[src/rtl/qac_pkg.sv]
package qac_pkg;
  typedef enum logic [1:0] {
    QM_OFF = 2'b00,
    QM_X1  = 2'b01,
    QM_X2  = 2'b10,
    QM_X4  = 2'b11
  } qmode_e;

  typedef enum logic [1:0] {
    SUB_MASTER = 2'b00,
    SUB_INPUT  = 2'b01,
    SUB_OUTPUT = 2'b10,
    SUB_QUAD   = 2'b11
  } subreg_e;

  typedef struct packed {
    logic up;
    logic sign;
    logic cmp;
    logic cry;
    logic brw;
  } flags_t;
endpackage

[src/rtl/qac_decoder.sv]
module qac_decoder
  import qac_pkg::*;
#(
  parameter int SYNC_STAGES = 2
) (
  input  logic   clk,
  input  logic   rst_n,
  input  logic   enc_a,
  input  logic   enc_b,
  input  qmode_e qmode,
  input  logic   dir_mode,
  input  logic   enable,
  output logic   enc_up,
  output logic   enc_dn
);
  logic [SYNC_STAGES-1:0] a_sh, b_sh;
  logic [1:0] cur, prev_q;

  always_ff @(posedge clk) begin
    if (!rst_n) begin
      a_sh   <= '0;
      b_sh   <= '0;
      prev_q <= 2'b00;
    end else begin
      a_sh   <= {a_sh[SYNC_STAGES-2:0], enc_a};
      b_sh   <= {b_sh[SYNC_STAGES-2:0], enc_b};
      prev_q <= cur;
    end
  end

  assign cur = {a_sh[SYNC_STAGES-1], b_sh[SYNC_STAGES-1]};

  logic fwd, bwd, a_chg, a_rise, b_rise;
  always_comb begin
    fwd = (prev_q == 2'b00 && cur == 2'b10) || (prev_q == 2'b10 && cur == 2'b11) ||
          (prev_q == 2'b11 && cur == 2'b01) || (prev_q == 2'b01 && cur == 2'b00);
    bwd = (prev_q == 2'b00 && cur == 2'b01) || (prev_q == 2'b01 && cur == 2'b11) ||
          (prev_q == 2'b11 && cur == 2'b10) || (prev_q == 2'b10 && cur == 2'b00);
    a_chg  = prev_q[1] ^ cur[1];
    a_rise = ~prev_q[1] & cur[1];
    b_rise = ~prev_q[0] & cur[0];
  end

  logic up_raw, dn_raw;
  always_comb begin
    up_raw = 1'b0;
    dn_raw = 1'b0;
    unique case (qmode)
      QM_X4: begin
        up_raw = fwd;
        dn_raw = bwd;
      end
      QM_X2: begin
        up_raw = fwd & a_chg;
        dn_raw = bwd & a_chg;
      end
      QM_X1: begin
        up_raw = (prev_q == 2'b00) && (cur == 2'b10);
        dn_raw = (prev_q == 2'b10) && (cur == 2'b00);
      end
      default: begin
        if (dir_mode) begin
          up_raw = a_rise & ~cur[0];
          dn_raw = a_rise & cur[0];
        end else begin
          up_raw = a_rise & ~b_rise;
          dn_raw = b_rise & ~a_rise;
        end
      end
    endcase
  end

  assign enc_up = enable & up_raw;
  assign enc_dn = enable & dn_raw;
endmodule

[src/rtl/qac_counter.sv]
module qac_counter
  import qac_pkg::*;
#(
  parameter int CNT_W = 24
) (
  input  logic             clk,
  input  logic             rst_n,
  input  logic             step_up,
  input  logic             step_dn,
  input  logic [CNT_W-1:0] preset,
  input  logic             clr_cnt,
  input  logic             load_cnt,
  input  logic             clr_cmp,
  input  logic             rst_all,
  output logic [CNT_W-1:0] cnt,
  output flags_t           flg
);
  localparam logic [CNT_W-1:0] MAXV = '1;

  logic [CNT_W-1:0] cnt_q, inc_v, dec_v;
  flags_t flg_q;

  assign inc_v = cnt_q + 1'b1;
  assign dec_v = cnt_q - 1'b1;

  always_ff @(posedge clk) begin
    if (!rst_n) begin
      cnt_q <= '0;
      flg_q <= '{up: 1'b1, sign: 1'b1, cmp: 1'b0, cry: 1'b0, brw: 1'b0};
    end else begin
      if (clr_cnt) begin
        cnt_q      <= '0;
        flg_q.cry  <= 1'b0;
        flg_q.brw  <= 1'b0;
        flg_q.sign <= 1'b1;
      end else if (load_cnt) begin
        cnt_q <= preset;
      end else if (step_up) begin
        cnt_q    <= inc_v;
        flg_q.up <= 1'b1;
        if (cnt_q == MAXV) begin
          flg_q.cry  <= ~flg_q.cry;
          flg_q.sign <= 1'b1;
        end
        if (inc_v == preset) flg_q.cmp <= ~flg_q.cmp;
      end else if (step_dn) begin
        cnt_q    <= dec_v;
        flg_q.up <= 1'b0;
        if (cnt_q == '0) begin
          flg_q.brw  <= ~flg_q.brw;
          flg_q.sign <= 1'b0;
        end
        if (dec_v == preset) flg_q.cmp <= ~flg_q.cmp;
      end
      if (rst_all) begin
        flg_q.cmp  <= 1'b0;
        flg_q.cry  <= 1'b0;
        flg_q.brw  <= 1'b0;
        flg_q.sign <= 1'b1;
      end
      if (clr_cmp) flg_q.cmp <= 1'b0;
    end
  end

  assign cnt = cnt_q;
  assign flg = flg_q;
endmodule

[src/rtl/qac_host.sv]
module qac_host
  import qac_pkg::*;
#(
  parameter int CNT_W       = 24,
  parameter int BYTE_W      = 8,
  parameter int SYNC_STAGES = 2,
  localparam int NBYTES     = CNT_W / BYTE_W,
  localparam int PTR_W      = (NBYTES > 1) ? $clog2(NBYTES) : 1
) (
  input  logic              clk,
  input  logic              rst_n,
  input  logic              wr_valid,
  input  logic              wr_cmd,
  input  logic [BYTE_W-1:0] wr_data,
  input  logic              rd_valid,
  input  logic              rd_status,
  input  logic              latch_strobe,
  input  logic [CNT_W-1:0]  cnt,
  input  flags_t            flg,
  output logic              rsp_valid,
  output logic [BYTE_W-1:0] rsp_data,
  output logic [CNT_W-1:0]  preset,
  output qmode_e            qmode,
  output logic              in_en,
  output logic              dir_mode,
  output logic              sw_inc,
  output logic              sw_dec,
  output logic              clr_cnt,
  output logic              load_cnt,
  output logic              clr_cmp,
  output logic              rst_all,
  output logic [PTR_W-1:0]  ptr
);
  localparam logic [PTR_W-1:0] LAST = PTR_W'(NBYTES - 1);

  logic    cmd_wr, data_wr, data_rd;
  subreg_e sub;
  logic    m_latch, m_ptr0;

  assign cmd_wr  = wr_valid & wr_cmd;
  assign data_wr = wr_valid & ~wr_cmd;
  assign data_rd = rd_valid & ~rd_status;
  assign sub     = subreg_e'(wr_data[7:6]);

  always_comb begin
    logic m;
    m        = cmd_wr && (sub == SUB_MASTER);
    rst_all  = m & wr_data[5];
    clr_cmp  = m & wr_data[4];
    load_cnt = m & wr_data[3];
    clr_cnt  = m & wr_data[2];
    m_latch  = m & wr_data[1];
    m_ptr0   = m & wr_data[0];
    sw_inc   = cmd_wr && (sub == SUB_INPUT) && wr_data[1];
    sw_dec   = cmd_wr && (sub == SUB_INPUT) && wr_data[2];
  end

  logic [SYNC_STAGES-1:0] stb_sh;
  logic stb_prev, stb_rise;
  always_ff @(posedge clk) begin
    if (!rst_n) begin
      stb_sh   <= '0;
      stb_prev <= 1'b0;
    end else begin
      stb_sh   <= {stb_sh[SYNC_STAGES-2:0], latch_strobe};
      stb_prev <= stb_sh[SYNC_STAGES-1];
    end
  end
  assign stb_rise = stb_sh[SYNC_STAGES-1] & ~stb_prev;

  logic [CNT_W-1:0] latch_q, preset_q;
  logic [PTR_W-1:0] ptr_q;
  logic [BYTE_W-1:0] latch_byte;

  always_comb begin
    latch_byte = '0;
    for (int i = 0; i < NBYTES; i++)
      if (ptr_q == PTR_W'(i)) latch_byte = latch_q[i*BYTE_W +: BYTE_W];
  end

  always_ff @(posedge clk) begin
    if (!rst_n) begin
      latch_q   <= '0;
      preset_q  <= '1;
      ptr_q     <= '0;
      qmode     <= QM_OFF;
      in_en     <= 1'b0;
      dir_mode  <= 1'b0;
      rsp_valid <= 1'b0;
      rsp_data  <= '0;
    end else begin
      rsp_valid <= rd_valid;
      if (rd_valid)
        rsp_data <= rd_status ? {{(BYTE_W-5){1'b0}}, flg.up, flg.sign, flg.cmp, flg.cry, flg.brw}
                              : latch_byte;
      if (data_wr)
        for (int i = 0; i < NBYTES; i++)
          if (ptr_q == PTR_W'(i)) preset_q[i*BYTE_W +: BYTE_W] <= wr_data;
      if (data_wr || data_rd)
        ptr_q <= (ptr_q == LAST) ? '0 : ptr_q + 1'b1;
      if (stb_rise || m_latch) latch_q <= cnt;
      if (cmd_wr && sub == SUB_INPUT) begin
        in_en    <= wr_data[0];
        dir_mode <= wr_data[3];
      end
      if (cmd_wr && sub == SUB_QUAD) qmode <= qmode_e'(wr_data[1:0]);
      if (m_ptr0 || rst_all) ptr_q <= '0;
      if (rst_all) preset_q <= '1;
    end
  end

  assign preset = preset_q;
  assign ptr    = ptr_q;
endmodule

[src/rtl/quad_axis_counter.sv]
module quad_axis_counter
  import qac_pkg::*;
#(
  parameter int CNT_W       = 24,
  parameter int BYTE_W      = 8,
  parameter int SYNC_STAGES = 2,
  localparam int NBYTES     = CNT_W / BYTE_W,
  localparam int PTR_W      = (NBYTES > 1) ? $clog2(NBYTES) : 1
) (
  input  logic              clk,
  input  logic              rst_n,
  input  logic              enc_a,
  input  logic              enc_b,
  input  logic              latch_strobe,
  input  logic              wr_valid,
  output logic              wr_ready,
  input  logic              wr_cmd,
  input  logic [BYTE_W-1:0] wr_data,
  input  logic              rd_valid,
  output logic              rd_ready,
  input  logic              rd_status,
  output logic              rsp_valid,
  output logic [BYTE_W-1:0] rsp_data
);
  qmode_e           qmode_w;
  logic             in_en_w, dir_mode_w, sw_inc_w, sw_dec_w;
  logic             clr_cnt_w, load_cnt_w, clr_cmp_w, rst_all_w;
  logic             enc_up_w, enc_dn_w, step_up_w, step_dn_w;
  logic [CNT_W-1:0] preset_w, cnt_w;
  logic [PTR_W-1:0] ptr_w;
  flags_t           flg_w;

  assign wr_ready = 1'b1;
  assign rd_ready = 1'b1;

  qac_decoder #(.SYNC_STAGES(SYNC_STAGES)) dec_i (
    .clk(clk), .rst_n(rst_n), .enc_a(enc_a), .enc_b(enc_b),
    .qmode(qmode_w), .dir_mode(dir_mode_w), .enable(in_en_w),
    .enc_up(enc_up_w), .enc_dn(enc_dn_w)
  );

  always_comb begin
    if (sw_inc_w | sw_dec_w) begin
      step_up_w = sw_inc_w & ~sw_dec_w;
      step_dn_w = sw_dec_w & ~sw_inc_w;
    end else begin
      step_up_w = enc_up_w;
      step_dn_w = enc_dn_w;
    end
  end

  qac_counter #(.CNT_W(CNT_W)) cnt_i (
    .clk(clk), .rst_n(rst_n), .step_up(step_up_w), .step_dn(step_dn_w),
    .preset(preset_w), .clr_cnt(clr_cnt_w), .load_cnt(load_cnt_w),
    .clr_cmp(clr_cmp_w), .rst_all(rst_all_w), .cnt(cnt_w), .flg(flg_w)
  );

  qac_host #(.CNT_W(CNT_W), .BYTE_W(BYTE_W), .SYNC_STAGES(SYNC_STAGES)) host_i (
    .clk(clk), .rst_n(rst_n), .wr_valid(wr_valid), .wr_cmd(wr_cmd), .wr_data(wr_data),
    .rd_valid(rd_valid), .rd_status(rd_status), .latch_strobe(latch_strobe),
    .cnt(cnt_w), .flg(flg_w), .rsp_valid(rsp_valid), .rsp_data(rsp_data),
    .preset(preset_w), .qmode(qmode_w), .in_en(in_en_w), .dir_mode(dir_mode_w),
    .sw_inc(sw_inc_w), .sw_dec(sw_dec_w), .clr_cnt(clr_cnt_w), .load_cnt(load_cnt_w),
    .clr_cmp(clr_cmp_w), .rst_all(rst_all_w), .ptr(ptr_w)
  );
endmodule

[config.mk]
export PLATFORM = sky130hd
export DESIGN_NAME = quad_axis_counter
export DESIGN_NICKNAME = d
export VERILOG_FILES = /design/src/rtl/qac_pkg.sv /design/src/rtl/qac_decoder.sv /design/src/rtl/qac_counter.sv /design/src/rtl/qac_host.sv /design/src/rtl/quad_axis_counter.sv
export SDC_FILE = /design/constraint.sdc
export NUM_CORES = 1
export LEC_CHECK = 0
export BUFFER_PORTS_ARGS = -buffer_cell sky130_fd_sc_hd__buf_2
export CAP_MARGIN = 20
export CORE_AREA = 2 2 82 144
export DETAILED_ROUTE_END_ITERATION = 10
export DIE_AREA = 0 0 84 146
export HOLD_SLACK_MARGIN = 0.05
export PLACE_DENSITY = 0.88
export SYNTH_ARGS = -nofsm -noshare
export SYNTH_HDL_FRONTEND = slang
export SYNTH_HIERARCHICAL = 1
export SYNTH_SLANG_ARGS = --single-unit
[constraint.sdc]
create_clock -name clk -period 5.8 [get_ports clk]
set_input_delay 0.29 -clock clk [delete_from_list [all_inputs] [get_ports clk]]
set_output_delay 0.29 -clock clk [all_outputs]
set_load 0.02 [all_outputs]
### Word-level counts from Yosys, hierarchy flattened

Cells that the tools add are included.

* bitwise gates (word level): 41
* equality and inequality tests: 18
* multiplexer cells: 20
* $add $sub $neg: 3
* reduce and logical (&&, ||, !) cells: 44

Operators by type and width (number)
* 24-bit 2-to-1 mux: 3
* 24-bit equality test: 2
* 8-bit 2-to-1 mux: 4
* 24-bit by 1-bit adder with 24-bit output, second input constant: 1
* 24-bit equality test, second input constant: 1
* 24-bit zero test: 1
* 24-bit by 1-bit subtractor with 24-bit output, second input constant: 1
* 1-bit bitwise AND: 22
* 1-bit NOT: 17
* 2-bit equality test, second input constant: 8
* 1-bit logical AND: 13
* 2-bit by 1-bit equality test with 1-bit output, second input constant: 5
* 1-bit logical OR: 9
* 2-bit zero test: 4
* 1-bit 2-to-1 mux: 8
* 4-bit AND reduction: 2
* 3-bit 2-to-1 mux: 2
* 1-bit case mux with 3 select lines: 2
* 2-bit AND reduction: 3
* 3-bit AND reduction: 2
* 2-bit nonzero test: 3
* 2-bit OR reduction: 3
* 3-bit OR reduction: 2
* 5-bit AND reduction: 1
* 6 further kinds: 7

* word-level logic and storage cells: 147
* bits in registers: 101
* output and inout bits: 11
* input port bits: 17

### Depth between registers and ports, before layout

* depth after elaboration: 12
* depth in mapped cells: 15
* mapped depth without buffers: 14

### By module

Netlist, hierarchy kept.

Modules (own cells, without submodules)
* qac_host: cells an instance 371, instances 1, area an instance 3385.7 µm², sequential area each 1321.3 µm²
* qac_counter: cells an instance 470, instances 1, area an instance 3344.5 µm², sequential area each 580.6 µm²
* qac_decoder: cells an instance 31, instances 1, area an instance 309.0 µm², sequential area each 120.1 µm²
* quad_axis_counter: cells an instance 5, instances 1, area an instance 38.8 µm², sequential area each 0.0 µm²

### Least setup slack after synthesis

Ideal clock, no wire load.

* kind: reg-to-reg
* start: reg dec_i.prev_q[1]
* end: reg cnt_i.flg_q, in the netlist cnt_i/flg[2]
* required time: 5.681 ns
* period minus slack after synthesis: 3.078 ns
* library setup time: 0.119 ns
* cell stages (with the launch flop): 15
* arrival time: 2.959 ns
* buffers on the path: 0
* slack: 2.722 ns
* cell sequence: dfxtp_1 > inv_1 > ha_1 > nor2b_1 > nor4b_1 > o221a_2 > o21ba_1 > nor2_1 > nor4_1 > nor4b_1 > nand4_1 > or4_4 > nor4_4 > or3b_1 > a21oi_2

* cells in the longest elaborated chain, start to end: 11

RTL lines
* start: declaration: line qac_decoder.sv:17 `logic [1:0] cur, prev_q;`
* start signal: assignment: line qac_decoder.sv:27 `prev_q <= cur;`
* 2-bit equality test or 2-bit zero test (tied branches): line qac_decoder.sv:35, qac_decoder.sv:58
* 1-bit logical AND (on tied branches): line qac_decoder.sv:35, qac_decoder.sv:58
* 1-bit logical OR (2 in series): line qac_decoder.sv:35 `fwd = (prev_q == 2'b00 && cur == 2'b10) || (prev_q == 2'b10 && cur == 2'b11) ||`
* 1-bit logical OR: line qac_decoder.sv:36 `(prev_q == 2'b11 && cur == 2'b01) || (prev_q == 2'b01 && cur == 2'b00);`
* 1-bit bitwise AND: line qac_decoder.sv:54 `up_raw = fwd & a_chg;`
* 1-bit case mux with 3 select lines (*): line qac_decoder.sv:48 `unique case (qmode)`
* 1-bit bitwise AND (*): line qac_decoder.sv:73 `assign enc_up = enable & up_raw;`
* via enc_up_w: line quad_axis_counter.sv:28 `logic enc_up_w, enc_dn_w, step_up_w, step_dn_w;`
* 1-bit 2-to-1 mux (*): line quad_axis_counter.sv:43 `if (sw_inc_w | sw_dec_w) begin`
* via step_up_w: line quad_axis_counter.sv:28
* 2-bit != test (no source line) or 2-bit nonzero test (tied branches)
* 5-bit AND reduction (no source line)
* end signal: assignment: line qac_counter.sv:29 `flg_q <= '{up: 1'b1, sign: 1'b1, cmp: 1'b0, cry: 1'b0, brw: 1'b0};`
* end: declaration: line qac_counter.sv:21 `flags_t flg_q;`

The timed path passes the listed nets; every way through them passes the cells marked *.
A chain may end at the register's enable or synchronous reset.

### Final worst setup path

Same ends and word-level chain as after synthesis.

==> run_results.csv <==
group,metric,value,unit
run_status,status,"finished clean",
synth,ys_warn_count,6,
synth,synth.avg_cell_area,8.07,um^2
synth,synth_top_area_cell,"dfxtp_1",
sta,skew,0.00863,ns
global_route,grt_pass1_vias,6384,
power,power,1.66,mW
clock_network,post_cts_resized,0,
synth,ys_seq_elements,101,
sta,finalHoldViolCount,0,
placed_design,hpwl,14500,um
sta,setup_viol,0,
sta,hold-worst-slack,0.149,ns
detailed_routing,routedWlPerCell,21.4,um
worst_setup_path,path_delay_family,"simple AND/OR/NAND/NOR gates",
power,switching_share,31.2,%
placed_design,place_area,7020,um^2
sta,fmax,0.254,GHz
final_layout,antenna_cells,0,
sta,drv_slew,0,
final_layout,areaGrowthSynthToFinish,3.01,%
clock_network,root_buffer,"clkbuf_16",
final_layout,drive_above_1_share,10.2,%
worst_setup_path,worstSetupPathType,"register to register",
placed_design,pre_cts_ws,2.00,ns
detailed_routing,vias,6892,
sta,slew_headroom,32.7,%
power,p_clk_share,34.4,%
clock_network,postCtsHoldBufs,0,
synth,synthArstFlopShare,0,%
worst_setup_path,cp-start-kind,"register",
clock_network,clk_latency,0.35,ns
min_path,hold_path.class,"primary input to register",
worst_setup_path,regToRegSetupSlack,1.87,ns
floorplan,row_count,51,
synth,yosysMostFrequentCell,"dfxtp_1",
final_layout,final_cells,976,
clock_network,clock_sinks,101,
detailed_routing,drtIter0Drc,651,
global_route,grt_pass1_wl,33500,um
synth,synth_edf_count,0,
floorplan,start_util,64.1,%
worst_setup_path,slowest_delay,0.51,ns
clock_network,cts_tree,"done",
detailed_routing,drt_first_pass_iters,7,
detailed_routing,drc,0,
floorplan,die_area,12300,um^2
synth,synthTopCellsByArea,"dfxtp_1 29%, xnor2_1 5.8%, nand4_1 5.7%",
worst_setup_path,endpoint_kind,"register",
global_route,grt_antenna_before_repair,0,
power,internal-power,1.14,mW
clock_network,htreeDepth,3,
sta,setup_tns,0,ns
synth,ys_seq_area_share,28.6,%
final_layout,final_nets,860,
power,seq_power_share,46.4,%
synth,syn_inst,877,
synth,ys_types,86,
final_layout,stdcell_area,7290,um^2
global_route,grt.total_usage,34.1,%
detailed_routing,drt_wl_total,20900,um
final_layout,utilization,66.0,%
worst_setup_path,path_common_cell,"nor4_1",
sta,layout_setup_ws,1.87,ns
sta,tightest_slew,1.01,ns
power,pwr-share-comb,19.2,%
worst_setup_path,cp_num_buf_inv,2,
sta,rsz0062_at_grt,"false",
worst_setup_path,cp_max_fo,23,
floorplan,dieHeight,146,um
synth,synth_ff_type,"dfxtp_1",
sta,post-route-min-period,3.93,ns
floorplan,core,11000,um^2
clock_network,cts.reportedPaths.clkPinSlew,0.07,ns
worst_setup_path,cp_cell_sequence,"inv_1 > ha_1 > nor2b_1 > nor4b_1 > o221a_2 > o21ba_1 > buf_4 > nor2_1 > nor4_1 > nand4_1 > nor4_1 > nand4_1 > nor4_1 > o21bai_1 > a21oi_2",
clock_network,postCtsSetupRepairBufs,0,
synth,yosys-top-cells-count,"101 x dfxtp_1, 77 x nand2_1, 70 x nor2_1",
clock_network,cts_buffers,9,
detailed_routing,drtAntennaViolNets,0,
placed_design,port_buffers,25,
sta,fin_crit_sh,67.8,%
global_route,gr-total-overflow,0,
power,powerDensity,228,nW/um^2
placed_design,routabilityCongestion,0.998,
synth,synth_area,7080,um^2
detailed_routing,viasPerCell,7.06,
global_route,grt_max_degree,116,
worst_setup_path,cp.required,6.09,ns
floorplan,die_x,84,um
clock_network,cts_buffer_depth,2,
placed_design,place_inst,961,
worst_setup_path,cp.arrival,4.22,ns
synth,synth_top_area_share,28.6,%
power,peakVddDrop,0.000309,V
worst_setup_path,slowest_stage,"nor4_1",
power,total_leakage_power,2.73,nW
flow_run,drv_cap,0,
power,p_sw,517,uW
floorplan,io_pins,28,
-- cells in the final DEF, fill, tap and decap left out, types with 4 or more instances in the layout --
| cell type | count |
|---|---|
| inv_1 | 15 |
| o22ai_1 | 4 |
| and4b_1 | 24 |
| a21oi_1 | 32 |
| and3_1 | 4 |
| nand4_1 | 65 |
| nand2b_1 | 10 |
| mux2i_1 | 40 |
| nand3_1 | 45 |
| nor2_1 | 70 |
| o21ai_0 | 32 |
| o32ai_1 | 4 |
| dfxtp_1 | 101 |
| or4_1 | 6 |
| a41oi_1 | 27 |
| nor3_1 | 17 |
| nor4b_1 | 4 |
| nor2b_1 | 18 |
| xnor2_1 | 47 |
| nand2_1 | 77 |
| o31ai_1 | 4 |
| and2_1 | 11 |
| nor4_1 | 12 |
| xor2_1 | 20 |
| nand3_2 | 5 |
| nor4_2 | 5 |
| buf_4 | 11 |
| or3_1 | 6 |
| clkbuf_16 | 9 |
| o221a_2 | 6 |
| buf_2 | 25 |
-- worst paths after layout --
path                                                  from                        end  cells after the start
worst max-delay path            dec_i/prev_q[1]$_SDFF_PN0_  cnt_i/flg[2]$_SDFFE_PP0P_                     15
worst min-delay path                                 enc_b   dec_i/b_sh[0]$_SDFF_PN0_                      2
worst max register to register  dec_i/prev_q[1]$_SDFF_PN0_  cnt_i/flg[2]$_SDFFE_PP0P_                     15
worst min register to register    dec_i/b_sh[0]$_SDFF_PN0_   dec_i/b_sh[1]$_SDFF_PN0_                      1
-- power by group through the flow --
| stage | combinational (mW) | clock [mW] | sequential (mW) |
|---|---|---|---|
| after global routing | 0.346 | 0.608 | 0.774 |
| after detailed placement | 0.308 | 0 | 0.784 |
| after floorplan | 0.268 | 0 | 0.751 |
| after CTS | 0.310 | 0.576 | 0.768 |
| after global placement | 0.302 | 0 | 0.782 |
| final | 0.318 | 0.571 | 0.771 |
-- sequential cells by signal, summed over array words and instances (netlist names) --
name              flops
host_i/qmode          2
host_i/rsp_valid      1
dec_i/b_sh            2
host_i/ptr            2
host_i/stb_prev       1
dec_i/a_sh            2
host_i/preset        24
host_i/stb_sh         2
dec_i/prev_q          2
cnt_i/flg             5
host_i/rsp_data       8
host_i/latch_q       24
host_i/in_en          1
cnt_i/cnt            24
host_i/dir_mode       1
-- routing by layer --
layer  up-vias  share of wire [%]  GRT usage, %  wire length [um]
met1      3204                 37          39.2              7690
met4         0                8.0          25.2              1680
met2       395                 48          56.2             10000
met3       123                7.4          5.73              1550
li1       3170                  -             -                 -
met5         -                  0             0                 0
-- worst reg2reg max path, delay by kind of cell, from the launching register on --
family	cells	cell delay, ns
DFF	1	0.37
buffers and inverters	2	0.32
adders and majority gates	1	0.27
and+or+nand+nor	8	2.25
AOI/OAI and AO/OA	4	0.66
-- final cells by class --
class                           count  area (um^2)
Clock buffer                       12          246
Clock inverter                      3         21.3
Fill cell                         957         3750
Inverter                           18         67.6
Multi-Input combinational cell    674         4560
Sequential cell                   101         2020
Tap cell                          132          165
Timing Repair Buffer               36          208
-- cells by family (layout without fill, tap and decap cells) --
| family | after synthesis | in the layout | share of synthesized area [%] |
|---|---|---|---|
| adders and majority gates | 3 | 3 | 0.530 |
| DFF | 101 | 101 | 28.6 |
| muxes | 41 | 41 | 5.82 |
| other | 1 | 2 | 0.0530 |
| buffers and inverters | 103 | 69 | 7.05 |
| and+or+nand+nor | 410 | 410 | 34.3 |
| AOI/OAI and AO/OA | 151 | 151 | 15.3 |
| xor gates and xnor gates | 67 | 67 | 8.29 |
(Power assumes the default switching activity.)
